<file path="src/rtl/pwm_timer_pkg.sv">
package pwm_timer_pkg;

  typedef enum logic {
    PWM_TOGGLE = 1'b0,
    PWM_MATCH  = 1'b1
  } pwm_mode_e;

  // Next value of the "output is active" flag.
  function automatic logic pwm_next_active(
    input pwm_mode_e mode,
    input logic      active,
    input logic      tmo,
    input logic      hit,
    input logic      cfg_chg
  );
    logic nxt;
    if (cfg_chg) begin
      nxt = 1'b0;
    end else if (mode == PWM_TOGGLE) begin
      nxt = active ^ tmo;
    end else if (tmo) begin
      nxt = 1'b0;
    end else if (hit) begin
      nxt = 1'b1;
    end else begin
      nxt = active;
    end
    return nxt;
  endfunction

  // Pin level for a given idle polarity and active flag.
  function automatic logic pwm_pin_level(input logic idle, input logic active);
    return active ? ~idle : idle;
  endfunction

endpackage

</file>
<file path="src/rtl/pwm_evt_detect.sv">
module pwm_evt_detect #(
  parameter int CNT_W = 16
) (
  input  logic             clk,
  input  logic             rst_n,
  input  logic [CNT_W-1:0] cnt_i,
  input  logic [CNT_W-1:0] match_i,
  input  logic             mode_i,
  input  logic             idle_i,
  output logic             hit_o,
  output logic             cfg_chg_o
);

  logic mode_prev_q;
  logic idle_prev_q;

  assign hit_o = (cnt_i == match_i);

  always_ff @(posedge clk or negedge rst_n) begin
    if (!rst_n) begin
      mode_prev_q <= 1'b0;
      idle_prev_q <= 1'b0;
    end else begin
      mode_prev_q <= mode_i;
      idle_prev_q <= idle_i;
    end
  end

  assign cfg_chg_o = (mode_prev_q != mode_i) || (idle_prev_q != idle_i);

endmodule

</file>
<file path="src/rtl/pwm_state_next.sv">
module pwm_state_next
  import pwm_timer_pkg::*;
(
  input  logic mode_i,
  input  logic active_i,
  input  logic tmo_i,
  input  logic hit_i,
  input  logic cfg_chg_i,
  output logic active_nxt_o
);

  pwm_mode_e mode_e;

  always_comb begin
    mode_e       = pwm_mode_e'(mode_i);
    active_nxt_o = pwm_next_active(mode_e, active_i, tmo_i, hit_i, cfg_chg_i);
  end

endmodule

</file>
<file path="src/rtl/pwm_out_reg.sv">
module pwm_out_reg
  import pwm_timer_pkg::*;
(
  input  logic clk,
  input  logic rst_n,
  input  logic active_nxt_i,
  input  logic idle_i,
  output logic active_o,
  output logic pwm_o
);

  logic active_q;
  logic pwm_q;

  always_ff @(posedge clk or negedge rst_n) begin
    if (!rst_n) begin
      active_q <= 1'b0;
      pwm_q    <= 1'b0;
    end else begin
      active_q <= active_nxt_i;
      pwm_q    <= pwm_pin_level(idle_i, active_nxt_i);
    end
  end

  assign active_o = active_q;
  assign pwm_o    = pwm_q;

  // the pin matches the polarity-adjusted active flag
  a_r7_polarity: assert property (@(posedge clk) disable iff (!rst_n)
    1'b1 |=> (pwm_q == (active_q ^ $past(idle_i))));

endmodule

</file>
<file path="src/rtl/pwm_timer_out.sv">
module pwm_timer_out
  import pwm_timer_pkg::*;
#(
  parameter int CNT_W = 16
) (
  input  logic             clk,
  input  logic             rst_n,
  input  logic [CNT_W-1:0] cnt_i,
  input  logic             tmo_i,
  input  logic             mode_i,
  input  logic             idle_i,
  input  logic [CNT_W-1:0] match_i,
  output logic             pwm_o
);

  logic hit;
  logic cfg_chg;
  logic active_q;
  logic active_nxt;

  pwm_evt_detect #(.CNT_W(CNT_W)) u_evt (
    .clk       (clk),
    .rst_n     (rst_n),
    .cnt_i     (cnt_i),
    .match_i   (match_i),
    .mode_i    (mode_i),
    .idle_i    (idle_i),
    .hit_o     (hit),
    .cfg_chg_o (cfg_chg)
  );

  pwm_state_next u_next (
    .mode_i       (mode_i),
    .active_i     (active_q),
    .tmo_i        (tmo_i),
    .hit_i        (hit),
    .cfg_chg_i    (cfg_chg),
    .active_nxt_o (active_nxt)
  );

  pwm_out_reg u_out (
    .clk          (clk),
    .rst_n        (rst_n),
    .active_nxt_i (active_nxt),
    .idle_i       (idle_i),
    .active_o     (active_q),
    .pwm_o        (pwm_o)
  );

  // toggle mode flips the pin on a timeout
  a_r2_toggle_flip: assert property (@(posedge clk) disable iff (!rst_n)
    (!mode_i && tmo_i && !cfg_chg) |=> (pwm_o != $past(pwm_o)));

  // match mode activates on equality without timeout
  a_r3_match_on: assert property (@(posedge clk) disable iff (!rst_n)
    (mode_i && hit && !tmo_i && !cfg_chg) |=> (pwm_o == ~$past(idle_i)));

  // match mode timeout returns pin to idle
  a_r4_timeout_idle: assert property (@(posedge clk) disable iff (!rst_n)
    (mode_i && tmo_i) |=> (pwm_o == $past(idle_i)));

  // coincident match and timeout leaves the pin idle
  a_r5_coincide_idle: assert property (@(posedge clk) disable iff (!rst_n)
    (mode_i && tmo_i && hit) |=> (pwm_o == $past(idle_i)));

  // a settings change restarts from idle
  a_r8_cfg_restart: assert property (@(posedge clk) disable iff (!rst_n)
    cfg_chg |=> (pwm_o == $past(idle_i)));

  // no event, no change: pin holds
  a_r9_hold: assert property (@(posedge clk) disable iff (!rst_n)
    (!tmo_i && !cfg_chg && !(mode_i && hit)) |=> $stable(pwm_o));

endmodule

</file>
<file path="config.mk">
export PLATFORM = sky130hd
export DESIGN_NAME = pwm_timer_out
export DESIGN_NICKNAME = d
export VERILOG_FILES = /design/src/rtl/pwm_timer_pkg.sv /design/src/rtl/pwm_evt_detect.sv /design/src/rtl/pwm_state_next.sv /design/src/rtl/pwm_out_reg.sv /design/src/rtl/pwm_timer_out.sv
export SDC_FILE = /design/constraint.sdc
export NUM_CORES = 1
export LEC_CHECK = 0
export ABC_AREA = 1
export BUFFER_PORTS_ARGS = -buffer_cell sky130_fd_sc_hd__buf_2
export CORE_AREA = 2 2 39 41
export DETAILED_ROUTE_END_ITERATION = 6
export DIE_AREA = 0 0 41 43
export GPL_TIMING_DRIVEN = 0
export PLACE_DENSITY = 0.69
export SKIP_LAST_GASP = 1
export SLEW_MARGIN = 0
export SYNTH_ARGS = -nofsm -noshare
export SYNTH_HDL_FRONTEND = slang
export SYNTH_SLANG_ARGS = --single-unit
</file>
<file path="constraint.sdc">
create_clock -name clk -period 1.7 [get_ports clk]
set_input_delay 0.17 -clock clk [delete_from_list [all_inputs] [get_ports clk]]
set_output_delay 0.17 -clock clk [all_outputs]
set_load 0.1 [all_outputs]
</file>
## Word-level counts from Yosys, hierarchy flattened

Cells that the tools add are included.

| storage, ports and cells | value |
|---|---|
| bits in registers | 4 |
| bits in latches | 0 |
| RAM bits | 0 |
| ROM bits | 0 |
| input port bits | 37 |
| output and inout bits | 1 |
| memories | 0 |

| cells by class | value |
|---|---|
| $add $sub $neg | 0 |
| multiply operators | 0 |
| div/mod/pow operators | 0 |
| $lt $le $gt $ge | 0 |
| equality and inequality tests | 3 |
| shifts and indexed selects | 0 |
| multiplexer cells | 5 |
| bitwise operators | 2 |
| reduce and logical (&&, ||, !) cells | 1 |

Operators by type and width:

| operator | number |
|---|---|
| $eq A16 B16 Y1 | 1 |
| $mux W1 | 5 |
| $ne A1 B1 Y1 | 2 |
| $logic_or A1 B1 Y1 | 1 |
| $not A1 Y1 | 1 |
| $xor A1 B1 Y1 | 1 |

## Logic depth before layout (Yosys ltp)

| logic depth | value |
|---|---|
| word-level depth | 6 |
| depth in mapped cells | 11 |

## Hierarchy

Synthesis repeated with hierarchy kept, for this count alone.

| second synthesis, totals | value |
|---|---|
| cell total of the unflattened synthesis | 71 |
| area total of the unflattened synthesis | 417.9 µm² |

By module, submodules not included:

| module | instances | cells an instance | area an instance (µm²) |
|---|---|---|---|
| pwm_evt_detect | 1 | 56 | 317.8 |
| pwm_out_reg | 1 | 7 | 68.8 |
| pwm_state_next | 1 | 8 | 31.3 |

## Worst setup path after synthesis

No wires, ideal clock.

| path | value |
|---|---|
| kind | reg-to-output |
| from | reg u_out.pwm_q (netlist: u_out.pwm_o) |
| to | out pwm_o |
| arrival | 0.883 ns |
| data required time | 1.530 ns |
| setup slack | 0.647 ns |
| stages on the path, launching flop included | 1 |
| path buffers | 0 |
| cell sequence | dfrtp_1 |

RTL lines:

| element | line | source |
|---|---|---|
| from (decl) | pwm_out_reg.sv:13 | `logic pwm_q;` |
| from (signal assigned) | pwm_out_reg.sv:21 | `pwm_q <= pwm_pin_level(idle_i, active_nxt_i);` |
| to (decl) | pwm_timer_out.sv:13 | `output logic pwm_o` |

No word-level cell between the ends.

## Final worst setup path

| path | value |
|---|---|
| from | reg u_out.pwm_q (netlist: u_out.pwm_o) |
| to | out pwm_o |

No word-level cell between the ends.

==> reports/metrics.cfg <==
[floorplanning]
num_io_pins = 38
start_util_pct = 32.5
die_h_um = 43
dieArea_um2 = 1760
dieWidth_um = 41
rows = 14
coreArea_um2 = 1380

[final_layout]
final_common_cell = buf_2
area_growth_pct = 52.9
nNetsFinal = 162
fin_cells = 139
drive_gt1_share_pct = 32.5
diodes = 0
fin_util_pct = 49.6
layout_common_cells = 37 x buf_2, 32 x nand2_1, 20 x inv_1

[power]
sequentialPowerShare_pct = 29.5
clockPowerShare_pct = 32.4
p_int_uw = 245
leakagePower_nw = 0.459
swShare_pct = 30.6
switchingPower_uw = 108
power_uw = 353
combPwrFrac_pct = 38.1
vdd_drop_max_v = 0.000389
powerDensity_nw_per_um2 = 514

[global_routing]
grt_pass1_vias = 535
grt_pass1_wl_um = 1770
grt_antenna_before_repair = 0
grt_overflow_total = 0
grt_start_max_net_pins = 5
grt_usage_pct = 14.4

[clock_network]
cts_tree = done
clkSinkCount = 4
cts-root-buf = clkbuf_4
cts_made_buffers = 3
post_cts_buffers = 0
clk_pin_slew_ns = 0.04
cts_hold_repair.buffers = 1
htree_levels = 1
clockBufferDepth = 2
ctsResizeCount = 0
clk_latency_ns = 0.23

[route]
drc = 0
post_drt_wl_per_cell_um = 7.14
wl_um = 993
drtPass1Iterations = 4
ant_nets = 0
vias = 567
vias_per_cell = 4.08
initialDrtViolationCount = 3

[sta]
min_period_over_period_pct = 65.6
min_period_ns = 1.12
rsz0062_at_grt = no
finClkSkew_ns = 0.00596
hold_viol_final = 0
slew_violations = 0
tightest_slew_ns = 0.481
tns_ns = 0
setup_viol = 0
relSlewSlack_pct = 68.1
fmax_ghz = 0.897

[placement]
place.gp.congestion = 0.593
dp_hpwl_um = 880
port_buffers = 37
placed_cells = 135

[synthesis]
syn_inst = 82
syn-num-nets = 119
netlist-cell-type-count = 9
synth_top_area_cell = nand2_1
ys_top_cells_by_area = nand2_1 27%, dfrtp_1 22%, inv_1 17%, xnor2_1 16%, nor2_1 7.5%
netlist_area_um2 = 449
synth_top_area_share_pct = 26.7
syn_avg_cell_area_um2 = 5.48
synth-seq-cells = 4
yosys_warnings = 0
ys_seq_area_share_pct = 22.3

[hold_path]
hp-class = in -> reg

[critical_path]
critPathLaunchType = flop
worstPathRequired_ns = 1.53
ff2ff_setup_slack_ns = 0.71
reg2reg_to = u_out.pwm_o
cp_top_family = buffers and inverters
cp-startpoint = u_out.pwm_o
cp.depth = 1
crit_fanout = 1
crit_end = pwm_o
reg2reg_from = u_out.active_o
setup.worst_path.class = reg -> out
cp_cell_sequence = buf_2
critPathBufInv = 1
arrival_ns = 0.95
rr_worst_depth = 6
critPathSlowestCell = buf_2
slowest_delay_ns = 0.41
end_kind = output port

[job]
maxCapViolCount = 0

[run_status]
run_status = finished, final reports clean

## power by group through the flow
stage                     registers [mW]  clock network (mW)  logic, mW
after floorplan                    0.122                   0     0.0581
after global placement             0.105                   0      0.131
after detailed placement           0.105                   0      0.134
after CTS                          0.104               0.121      0.137
after global routing               0.105               0.129      0.156
final                              0.104               0.114      0.135
## final cells by class
cell class	instances	area (um2)
repair buffers	38	195
flip-flops and latches	4	100
clock buffers	3	22.5
inverters	20	75.1
well taps	16	20.0
fillers	156	697
multi-input cells	58	274
## metal layers
metal	share of wire (%)	wire length [um]	global-route usage, %	vias up
met3	9.7	96	3.66	0
li1	-	-	-	316
met1	41	410	15.1	232
met4	0	0	8.00	0
met5	0	0	0	-
met2	49	486	24.4	19
## metrics by stage
step / hold slack, ns / worst slack [ns] / instance area, um2
5_1_grt: 0.0857 / 0.537 / 687
2_1_floorplan: -0.126 / 0.647 / 449
3_3_place_gp: -0.0249 / 0.616 / 654
4_1_cts: 0.0865 / 0.567 / 687
3_5_place_dp: -0.0221 / 0.604 / 654
6_report: 0.0962 / 0.585 / 687
## flip-flops by register name (all words and copies together) (netlist names)
name	cells
u_evt.idle_prev_q	1
u_evt.mode_prev_q	1
u_out.active_o	1
u_out.pwm_o	1
## cells in the mapped netlist
library cell	n
a21boi_1	1
dfrtp_1	4
inv_1	20
nand2_1	32
nand3_1	5
nor2_1	9
o21ai_0	1
or2_0	2
xnor2_1	8
## worst min-delay path by stage
| stage | startpoint | to | depth (start not counted) | slack, ns |
|---|---|---|---|---|
| final | idle_i | u_evt.idle_prev_q | 1 | 0.1 |
| after global routing | idle_i | u_evt.idle_prev_q | 1 | 0.09 |
| after CTS | idle_i | u_evt.idle_prev_q | 1 | 0.09 |
| after detailed placement | rst_n | u_evt.idle_prev_q | 1 | -0.02 |
| after global placement | rst_n | u_out.active_o | 1 | -0.02 |
| after floorplan | rst_n | u_evt.idle_prev_q | 0 | -0.13 |
## logic make-up after synthesis
family          count (synthesis)  share of synthesized area (%)
simple gates                   48                           42.6
buf+inv                        20                           16.7
xor+xnor                        8                           15.6
flops                           4                           22.3
compound gates                  2                           2.79
No activity file was read; power rests on OpenSTA's default activity.
